==> config.mk <==
export PLATFORM = sky130hd
export DESIGN_NAME = scl_phase_gen
export DESIGN_NICKNAME = d
export VERILOG_FILES = /design/src/rtl/scl_gen_pkg.sv /design/src/rtl/scl_line_sync.sv /design/src/rtl/scl_count_decode.sv /design/src/rtl/scl_tick_div.sv /design/src/rtl/scl_phase_fsm.sv /design/src/rtl/scl_phase_gen.sv
export SDC_FILE = /design/constraint.sdc
export NUM_CORES = 1
export LEC_CHECK = 0
export BUFFER_PORTS_ARGS = -buffer_cell sky130_fd_sc_hd__buf_4
export CORE_ASPECT_RATIO = 1.75
export CORE_MARGIN = 1.5
export CORE_UTILIZATION = 50
export CTS_CLUSTER_DIAMETER = 120
export DETAILED_ROUTE_END_ITERATION = 10
export GPL_TIMING_DRIVEN = 0
export PLACE_DENSITY = 0.73
export SYNTH_ARGS = -nofsm -noshare
export SYNTH_HDL_FRONTEND = slang
export SYNTH_HIERARCHICAL = 1
export SYNTH_SLANG_ARGS = --single-unit
export TNS_END_PERCENT = 100
==> constraint.sdc <==
create_clock -name clk -period 4.65 [get_ports clk]
set_input_delay 0.93 -clock clk [delete_from_list [all_inputs] [get_ports clk]]
set_output_delay 0.93 -clock clk [all_outputs]
set_load 0.005 [all_outputs]
==> src/rtl/scl_gen_pkg.sv <==
package scl_gen_pkg;

   typedef enum logic [2:0] {
      PH_IDLE = 3'd0,
      PH_LOW  = 3'd1,
      PH_HOLD = 3'd2,
      PH_RISE = 3'd3,
      PH_HIGH = 3'd4
   } phase_e;

endpackage

==> src/rtl/scl_line_sync.sv <==
module scl_line_sync #(
   parameter int STAGES = 2
) (
   input  logic clk,
   input  logic rst_n,
   input  logic line_raw,
   output logic line_hi
);

   generate
      if (STAGES == 0) begin : g_direct
         assign line_hi = line_raw;
      end else begin : g_flops
         logic [STAGES-1:0] stage_q;
         always_ff @(posedge clk or negedge rst_n) begin
            if (!rst_n) begin
               stage_q <= '1;
            end else begin
               stage_q[0] <= line_raw;
               for (int k = 1; k < STAGES; k++) begin
                  stage_q[k] <= stage_q[k-1];
               end
            end
         end
         assign line_hi = stage_q[STAGES-1];
      end
   endgenerate

endmodule

==> src/rtl/scl_count_decode.sv <==
module scl_count_decode #(
   parameter int CNT_W      = 9,
   parameter int EXT_W      = 8,
   parameter int EXT_LO_BIT = 7,
   parameter int EXT_HI_BIT = 6
) (
   input  logic [CNT_W-2:0] low_lsb,
   input  logic [CNT_W-2:0] high_lsb,
   input  logic [EXT_W-1:0] cnt_ext,
   output logic [CNT_W-1:0] low_eff,
   output logic [CNT_W-1:0] high_eff
);

   localparam int LANES = 2;

   logic [CNT_W-2:0] lsb_arr [LANES];
   logic [CNT_W-1:0] eff_arr [LANES];

   assign lsb_arr[0] = low_lsb;
   assign lsb_arr[1] = high_lsb;

   genvar i;
   generate
      for (i = 0; i < LANES; i++) begin : g_lane
         localparam int MSB_POS = (i == 0) ? EXT_LO_BIT : EXT_HI_BIT;
         logic [CNT_W-1:0] raw;
         assign raw        = {cnt_ext[MSB_POS], lsb_arr[i]};
         // A zero count still gives one tick, so the clock always advances.
         assign eff_arr[i] = (raw == '0) ? CNT_W'(1) : raw;
      end
   endgenerate

   assign low_eff  = eff_arr[0];
   assign high_eff = eff_arr[1];

   // Remaining extension bits belong to other fields and are not used here.
   logic unused_ext_bits;
   assign unused_ext_bits = ^cnt_ext;

endmodule

==> src/rtl/scl_tick_div.sv <==
module scl_tick_div #(
   parameter int DIV_W = 1
) (
   input  logic             clk,
   input  logic             rst_n,
   input  logic [DIV_W-1:0] div_sel,
   input  logic             restart,
   output logic             tick
);

   logic [DIV_W-1:0] pre_q;

   assign tick = (pre_q == div_sel);

   always_ff @(posedge clk or negedge rst_n) begin
      if (!rst_n) begin
         pre_q <= '0;
      end else if (restart || tick) begin
         pre_q <= '0;
      end else begin
         pre_q <= pre_q + 1'b1;
      end
   end

   // with a divide factor above one, ticks are never back to back.
   p_tick_spacing_r7: assert property (@(posedge clk) disable iff (!rst_n)
      (tick && !restart && div_sel != '0) |=> (!tick || !$stable(div_sel)));

endmodule

==> src/rtl/scl_phase_fsm.sv <==
module scl_phase_fsm
   import scl_gen_pkg::*;
#(
   parameter int CNT_W       = 9,
   parameter int SYNC_STAGES = 2
) (
   input  logic             clk,
   input  logic             rst_n,
   input  logic             run,
   input  logic             hold,
   input  logic             line_hi,
   input  logic             tick,
   input  logic [CNT_W-1:0] low_eff,
   input  logic [CNT_W-1:0] high_eff,
   output logic             pull_low,
   output logic             rise_stb,
   output logic             fall_stb,
   output logic             restart
);

   localparam logic [CNT_W-1:0] SYNC_N = CNT_W'(SYNC_STAGES);

   phase_e           st, st_n;
   logic [CNT_W-1:0] cnt, cnt_n;
   logic [CNT_W-1:0] low_last, high_last;
   logic             rise_d, fall_d;

   assign low_last  = low_eff - 1'b1;
   assign high_last = high_eff - 1'b1;

   always_comb begin
      st_n    = st;
      cnt_n   = cnt;
      restart = 1'b0;
      rise_d  = 1'b0;
      fall_d  = 1'b0;
      unique case (st)
         PH_IDLE: begin
            if (run) begin
               st_n    = PH_LOW;
               cnt_n   = '0;
               restart = 1'b1;
               fall_d  = 1'b1;
            end
         end
         PH_LOW: begin
            if (tick) begin
               if (cnt == low_last) begin
                  cnt_n = '0;
                  st_n  = hold ? PH_HOLD : PH_RISE;
               end else begin
                  cnt_n = cnt + 1'b1;
               end
            end
         end
         PH_HOLD: begin
            if (!hold) begin
               st_n  = PH_RISE;
               cnt_n = '0;
            end
         end
         PH_RISE: begin
            // Blind for the synchroniser depth: older samples predate release.
            if (cnt >= SYNC_N) begin
               if (line_hi) begin
                  st_n    = PH_HIGH;
                  cnt_n   = '0;
                  restart = 1'b1;
                  rise_d  = 1'b1;
               end
            end else begin
               cnt_n = cnt + 1'b1;
            end
         end
         PH_HIGH: begin
            if (tick) begin
               if (cnt == high_last) begin
                  cnt_n = '0;
                  if (run) begin
                     st_n    = PH_LOW;
                     restart = 1'b1;
                     fall_d  = 1'b1;
                  end else begin
                     st_n = PH_IDLE;
                  end
               end else begin
                  cnt_n = cnt + 1'b1;
               end
            end
         end
         default: st_n = PH_IDLE;
      endcase
   end

   always_ff @(posedge clk or negedge rst_n) begin
      if (!rst_n) begin
         st       <= PH_IDLE;
         cnt      <= '0;
         rise_stb <= 1'b0;
         fall_stb <= 1'b0;
      end else begin
         st       <= st_n;
         cnt      <= cnt_n;
         rise_stb <= rise_d;
         fall_stb <= fall_d;
      end
   end

   assign pull_low = (st == PH_LOW) || (st == PH_HOLD);

   p_fall_in_low_r9: assert property (@(posedge clk) disable iff (!rst_n)
      fall_stb |-> pull_low);
   p_rise_released_r9: assert property (@(posedge clk) disable iff (!rst_n)
      rise_stb |-> !pull_low);
   p_strobes_apart_r9: assert property (@(posedge clk) disable iff (!rst_n)
      !(rise_stb && fall_stb));
   p_hold_freezes_r8: assert property (@(posedge clk) disable iff (!rst_n)
      (st == PH_HOLD && hold) |=> (pull_low && !rise_stb && !fall_stb));
   p_wait_line_high_r4: assert property (@(posedge clk) disable iff (!rst_n)
      (st == PH_RISE && !line_hi) |=> !rise_stb);
   p_eff_nonzero_r6: assert property (@(posedge clk) disable iff (!rst_n)
      (low_eff != '0) && (high_eff != '0));
   p_low_count_bound_r2: assert property (@(posedge clk) disable iff (!rst_n)
      (st == PH_LOW) |-> (cnt < low_eff));
   p_start_edge_r11: assert property (@(posedge clk) disable iff (!rst_n)
      (st == PH_IDLE && run) |=> (pull_low && fall_stb));

endmodule

==> src/rtl/scl_phase_gen.sv <==
module scl_phase_gen #(
   parameter int CNT_W       = 9,
   parameter int DIV_W       = 1,
   parameter int SYNC_STAGES = 2,
   parameter int EXT_W       = 8,
   parameter int EXT_LO_BIT  = 7,
   parameter int EXT_HI_BIT  = 6
) (
   input  logic             clk,
   input  logic             rst_n,
   input  logic             run,
   input  logic             hold,
   input  logic [DIV_W-1:0] div_sel,
   input  logic [CNT_W-2:0] low_lsb,
   input  logic [CNT_W-2:0] high_lsb,
   input  logic [EXT_W-1:0] cnt_ext,
   input  logic             scl_in,
   output logic             scl_pull,
   output logic             rise_stb,
   output logic             fall_stb
);

   generate
      if (CNT_W < 2) begin : g_bad_cnt_w
         initial $fatal(1, "scl_phase_gen: CNT_W must be at least 2");
      end
      if (DIV_W < 1) begin : g_bad_div_w
         initial $fatal(1, "scl_phase_gen: DIV_W must be at least 1");
      end
      if (SYNC_STAGES < 0 || SYNC_STAGES >= (1 << (CNT_W - 1))) begin : g_bad_sync
         initial $fatal(1, "scl_phase_gen: SYNC_STAGES out of range");
      end
      if (EXT_LO_BIT >= EXT_W || EXT_HI_BIT >= EXT_W || EXT_LO_BIT == EXT_HI_BIT) begin : g_bad_ext
         initial $fatal(1, "scl_phase_gen: extension bit positions invalid");
      end
   endgenerate

   logic             line_hi;
   logic             tick;
   logic             restart;
   logic [CNT_W-1:0] low_eff;
   logic [CNT_W-1:0] high_eff;

   scl_line_sync #(
      .STAGES (SYNC_STAGES)
   ) u_sync (
      .clk      (clk),
      .rst_n    (rst_n),
      .line_raw (scl_in),
      .line_hi  (line_hi)
   );

   scl_count_decode #(
      .CNT_W      (CNT_W),
      .EXT_W      (EXT_W),
      .EXT_LO_BIT (EXT_LO_BIT),
      .EXT_HI_BIT (EXT_HI_BIT)
   ) u_decode (
      .low_lsb  (low_lsb),
      .high_lsb (high_lsb),
      .cnt_ext  (cnt_ext),
      .low_eff  (low_eff),
      .high_eff (high_eff)
   );

   scl_tick_div #(
      .DIV_W (DIV_W)
   ) u_div (
      .clk     (clk),
      .rst_n   (rst_n),
      .div_sel (div_sel),
      .restart (restart),
      .tick    (tick)
   );

   scl_phase_fsm #(
      .CNT_W       (CNT_W),
      .SYNC_STAGES (SYNC_STAGES)
   ) u_fsm (
      .clk      (clk),
      .rst_n    (rst_n),
      .run      (run),
      .hold     (hold),
      .line_hi  (line_hi),
      .tick     (tick),
      .low_eff  (low_eff),
      .high_eff (high_eff),
      .pull_low (scl_pull),
      .rise_stb (rise_stb),
      .fall_stb (fall_stb),
      .restart  (restart)
   );

   p_idle_quiet_r1: assert property (@(posedge clk) disable iff (!rst_n)
      (!run && !scl_pull && !$past(scl_pull) && !fall_stb) |=> !fall_stb);

endmodule

* Yosys cells after proc, flatten, opt, wreduce, memory -nomap -nowiden *
Cells that the tools add are included.

operators by class
  $add $sub $neg = 4
  $mul = 0
  div/mod/pow operators = 0
  magnitude comparators = 1
  eq/ne operators = 16
  shift-type cells = 0
  muxes and demuxes = 31
  bitwise logic cells = 0
  reductions and logical operators = 8

operators with widths
  operator             count
  $mux 9               10
  $pmux 9 s5           1
  $mux 3               8
  $eq 9x9->1           2
  $logic_not 9->1      2
  $sub 9x1->9 const B  2
  $pmux 3 s5           1
  $ne 2x2->1 const B   5
  $add 9x1->9 const B  1
  $ge 9x2->1 const B   1
  $mux 1               9
  $reduce_and 8->1     1
  $eq 3x2->1 const B   2
  $ne 2x1->1 const B   3
  $reduce_and 6->1     1
  $reduce_bool 5->1    1
  $eq 3x1->1 const B   1
  $eq 3x3->1 const B   1
  $logic_not 3->1      1
  $ne 3x3->1 const B   1
  $pmux 1 s3           1
  $logic_or 1x1->1     2
  $pmux 1 s2           1
  $add 1x1->1 const B  1
  $eq 1x1->1           1

storage, ports and cells
  flip-flop bits (word level) = 17
  latch bits = 0
  bits in writable memories = 0
  bits in read-only memories = 0
  input port bits = 30
  output and inout bits = 3
  word-level logic and storage cells = 66
  memories kept = 0

* Logic depth before layout (Yosys ltp) *
  word-level depth = 9
  depth in mapped cells = 13

* Hierarchy *
The synthesis kept the hierarchy.

modules (own cells, without submodules)
  module            times used  cells each  area an instance (µm²)  seq. area each (µm²)
  scl_phase_fsm     1           206         1536.5                  350.3
  scl_count_decode  1           22          100.1                   0.0
  scl_line_sync     1           2           52.6                    52.6
  scl_tick_div      1           3           46.3                    25.0

* Worst setup path after synthesis *
No wires, ideal clock.

  kind = input to register
  start point = in low_lsb[1]
  end point = reg u_fsm.cnt[5]
  arrival time = 3.388 ns
  slack = 1.144 ns
  stages on the path = 13
  path buffers = 1
  cells stage by stage = nor4_1 -> a21o_1 -> clkbuf_1 -> inv_1 -> ha_1 -> nor2b_1 -> a221oi_1 -> nor3_1 -> a2111oi_2 -> o22ai_1 -> a21oi_2 -> o21ai_1 -> a21o_1

on the way
  cells in the longest elaborated chain, start to end = 7

RTL lines
  item                    RTL line                text
  start: declaration      scl_phase_gen.sv:14     input logic [CNT_W-2:0] low_lsb,
  $logic_not 9->1         scl_count_decode.sv:29  assign eff_arr[i] = (raw == '0) ? CNT_W'(1) : raw;
  $mux 9                  scl_count_decode.sv:29
  net low_eff[0]          scl_phase_gen.sv:41     logic [CNT_W-1:0] low_eff;
  $sub 9x1->9             scl_phase_fsm.sv:28     assign low_last = low_eff - 1'b1;
  $eq 9x9->1              scl_phase_fsm.sv:48     if (cnt == low_last) begin
  $mux 9                  scl_phase_fsm.sv:48
  $mux 9                  scl_phase_fsm.sv:47     if (tick) begin
  $pmux 9 s5              scl_phase_fsm.sv:37     unique case (st)
  end signal: assignment  scl_phase_fsm.sv:103    cnt <= cnt_n;
  end: declaration        scl_phase_fsm.sv:24     logic [CNT_W-1:0] cnt, cnt_n;

The timed path passes the listed nets, and every way through them passes these cells. The select of a mux whose other input is x is not followed.
A chain may end at the register's enable or synchronous reset.

* Worst setup path after layout *
Ends and elaborated chain as after synthesis.

==> results.rst <==
.. list-table::
   :header-rows: 1

   * - Metric
     - Value
   * - Number of instances resized during post-cts repair
     - 0
   * - Busiest layer in global routing
     - met2
   * - Worst-case headroom to the max-slew limit
     - 51.7%
   * - Worst R2R Path Depth
     - 9
   * - Final Hold Fails
     - 0
   * - Number of clock buffers inserted by TritonCTS
     - 3
   * - Number of flops mapped to enable cells by yosys
     - 0
   * - Die outline area
     - 3850 um2
   * - Post-synthesis cell count
     - about 230
   * - Area growth from synthesis to layout
     - 17.2%
   * - Maximum root-to-sink buffer count
     - 2
   * - Main synth FF type
     - dfrtp_1
   * - Share of cells above drive strength 1
     - 17.1%
   * - Die Width
     - 47.5 um
   * - Switch share
     - approximately 43%
   * - Met1 track demand over resource in global routing
     - 26.6%
   * - Y dimension of the die
     - 80.9 um
   * - Starting density of the core
     - 51.6%
   * - Port Buffer Count
     - 26
   * - Endpoint of the worst hold-timing path
     - u_sync/g_flops.stage_q[1]
   * - Finished Cell Area
     - slightly above 2000 um2
   * - Placed Instances
     - 304
   * - Final setup violation count
     - 0
   * - Cell area power density
     - 333 nW/um2
   * - Type of element launching the critical path
     - primary input
   * - Final critical-path share of the clock period
     - 80.6%
   * - Avg Synthesized Cell Area
     - roughly 7.4 um2
   * - Time the final worst path needs with I/O delays and setup
     - 3750 ps
   * - Cell Area, Placed
     - 1990 um2
   * - Max Slew Vio Count
     - 0
   * - Met3 track demand over resource in global routing
     - about 1.6%
   * - Share of total power in the clock network
     - 16.5%
   * - Maximum number of pins on one net before global-route repair
     - 18
   * - Max Cap Violations
     - 0
   * - FF-to-FF End
     - u_fsm/cnt[5]
   * - Placeable core area
     - 3360 um2
   * - Core Rows
     - 28
   * - Average wire per standard cell
     - 12.7 um
   * - Core occupancy in the finished layout
     - 60.5%
   * - Via total after detailed routing
     - roughly 1700
   * - Maximum fanout along the worst path
     - 9
   * - Detail-routed via count per cell
     - about 5.5
   * - Placed wire-length estimate after detailed placement
     - 3.09 mm
   * - Most instantiated cells after synthesis
     - clkbuf_1, dfrtp_1, nor2_1, nor3_1, nand2_1
   * - Distinct cell type count of the synthesized netlist
     - 47
   * - Netlist area before placement
     - approximately 1700 um2
   * - Nets in the synthesized netlist
     - 267
   * - Number of synthesis warnings
     - 6
   * - Iteration count of the initial detailed-routing pass
     - 4
   * - Share of async-settable or async-resettable flops after synthesis
     - between 90% and 100%
   * - Outcome
     - finished, final reports clean
   * - Number of cells traversed by the worst hold path
     - 0
   * - Vias in the first global route
     - 1665
   * - Count of nets after finishing
     - 298
   * - Power share of the sequential group
     - 29.9%
   * - Congestion Overflow GR
     - 0
   * - Initial antenna violation count
     - 0
   * - Source-to-sink clock delay at the later pin of the worst-skew pair
     - 250 ps
   * - Reg area
     - 428 um2
   * - Worst min-delay path class
     - register to register
   * - Final Wtd Congestion
     - 0.782
   * - Number of top-level design ports
     - 33
   * - Crit path arrival time
     - 3890 ps
   * - LEAKAGE
     - 0.854 nW
   * - H-Tree Depth
     - 1
   * - Clock sink total
     - 17
   * - Register clock-pin slew on the reported worst setup and hold paths
     - 70 ps
   * - Final clock skew
     - between 4 and 5 ps
   * - IR Drop Worst-Case VDD
     - 0.203 mV
   * - Ant. Diodes
     - 0
   * - DRC violation count after routing
     - 0
   * - Count of placed standard cells in the final layout, fillers left out
     - around 310
   * - Highest Clock Rate
     - 267 MHz
   * - Setup slack, reg-to-reg
     - approximately 2200 ps
   * - Total of flip-flops plus latches after synthesis
     - 17
   * - Data required time at the worst endpoint
     - around 4800 ps
   * - Combinational share of power
     - 53.6%
   * - Start point of the worst hold path
     - u_sync/g_flops.stage_q[0]
   * - Antenna Violating Nets Remaining
     - 0
   * - Leading area contributor after synthesis
     - dfrtp_1
   * - Wire length of the first global-routing pass
     - 6.82 mm
   * - Filler instances
     - 347
   * - Area share of the largest cell type after synthesis
     - 21.6%
   * - Fin Setup TNS
     - 0 ps
   * - Wire length after detailed routing
     - 3.91 mm
   * - Kind of end point of the critical path
     - register
   * - Pin slew with the least headroom to its limit
     - 721 ps
   * - Psw
     - 0.289 mW
   * - Global routing usage on met2
     - 45.0%
   * - Setup Buffers After CTS
     - 0
   * - Hold Buf Count CTS
     - 0
   * - Root buffer selected by CTS
     - clkbuf_8
   * - Multi-input logic area
     - 1160 um2
   * - Iteration-0 DRC Markers
     - 42
   * - Most repeated cell in the gate-level netlist after synthesis
     - clkbuf_1
   * - Internal Dissipation
     - 0.388 mW
   * - CTS tree
     - yes
   * - Cells taking the most area after synthesis
     - dfrtp_1, clkbuf_1, xor2_1
   * - Setup repair after global routing missed its margin
     - no
   * - Start of the worst register-to-register path
     - u_fsm/cnt[6]
   * - Tot Pwr
     - 0.677 mW
   * - Sequential element share of the synthesized area
     - roughly a quarter
   * - Critical path type
     - primary input to register
   * - GRT Util Overall
     - 23.8%
stage by stage:
stage	hold WS (ps)	setup slack (ps)
final	370	903
after global routing	372	543
after CTS	370	872
after detailed placement	359	609
after global placement	346	684
after floorplan	345	1140
worst max-delay path by stage:
stage | startpoint | to | slack (ps) | cells past startpoint
after floorplan | low_lsb[1] | u_fsm/cnt[5] | 1140 | 13
after global placement | low_lsb[5] | u_fsm/cnt[6] | 680 | 14
after detailed placement | low_lsb[1] | u_fsm/cnt[5] | 610 | 14
after CTS | low_lsb[1] | u_fsm/cnt[5] | 870 | 14
after global routing | low_lsb[1] | u_fsm/cnt[6] | 540 | 14
final | low_lsb[1] | u_fsm/cnt[5] | 900 | 14
logic make-up after synthesis:
group,share of synthesized area (%)
flops,24.7
simple gates,34.5
xor+xnor,10.6
buf+inv,8.36
mux,0.649
compound gates,18.4
fa+ha+maj,2.88
metal layers:
layer | share of wire [%] | routed length [um] | vias to the layer above
met5 | 0 | 0 | -
met4 | 1.2 | 45 | 0
met3 | 2.2 | 85 | 2
met2 | 55 | 2160 | 32
met1 | 41 | 1620 | 789
li1 | - | - | 884
sequential cells by signal (all words and copies together) (netlist names):
signal	flops
u_div/pre_q	1
u_fsm/cnt	9
u_fsm/fall_stb	1
u_fsm/rise_stb	1
u_fsm/st	3
u_sync/g_flops.stage_q	2
cells in the final DEF (no fill, tap or decap), drive strengths merged, types with 2 or more instances in the layout:
cell type	count
nor3b	5
o21ai	12
nand2b	6
a31o	2
nor3	15
xor2	11
nand2	14
and3	5
ha	4
dfrtp	15
xnor2	10
a21o	5
or3	5
dfstp	2
nor2b	4
clkbuf	31
o31a	2
o31ai	4
buf	28
nand3b	2
inv	8
nor2	15
nand4	5
and2	3
nand3	7
a31oi	3
nor4	11
or2	2
a21oi	10
nor4b	3
layout make-up:
class / count / share of cell area [%]
multi-input combinational: 178 / 57.2
sequential: 17 / 21.0
timing repair buffer: 26 / 9.60
buffer: 30 / 5.66
tap: 45 / 2.77
clock buffer: 3 / 2.03
inverter: 8 / 1.48
clock inverter: 1 / 0.246
power groups by stage:
stage               registers, mW  logic, mW  clock network, mW
floorplan                   0.198      0.277                  0
global placement            0.204      0.358                  0
detailed placement          0.205      0.365                  0
CTS                         0.202      0.366              0.114
global route                0.207      0.417              0.122
finish                      0.203      0.363              0.112
worst max-delay path, stage by stage:
cell and delay [ps]:
buf_4 110, nor4_1 300, a21o_1 160, clkbuf_1 250, inv_1 80, ha_1 260
nor2b_1 170, a221oi_1 310, nor3_1 120, a2111oi_2 370, o22ai_1 160, a21oi_2 350
o21ai_1 120, a21o_1 210
Power figures use the tool's default switching activity.
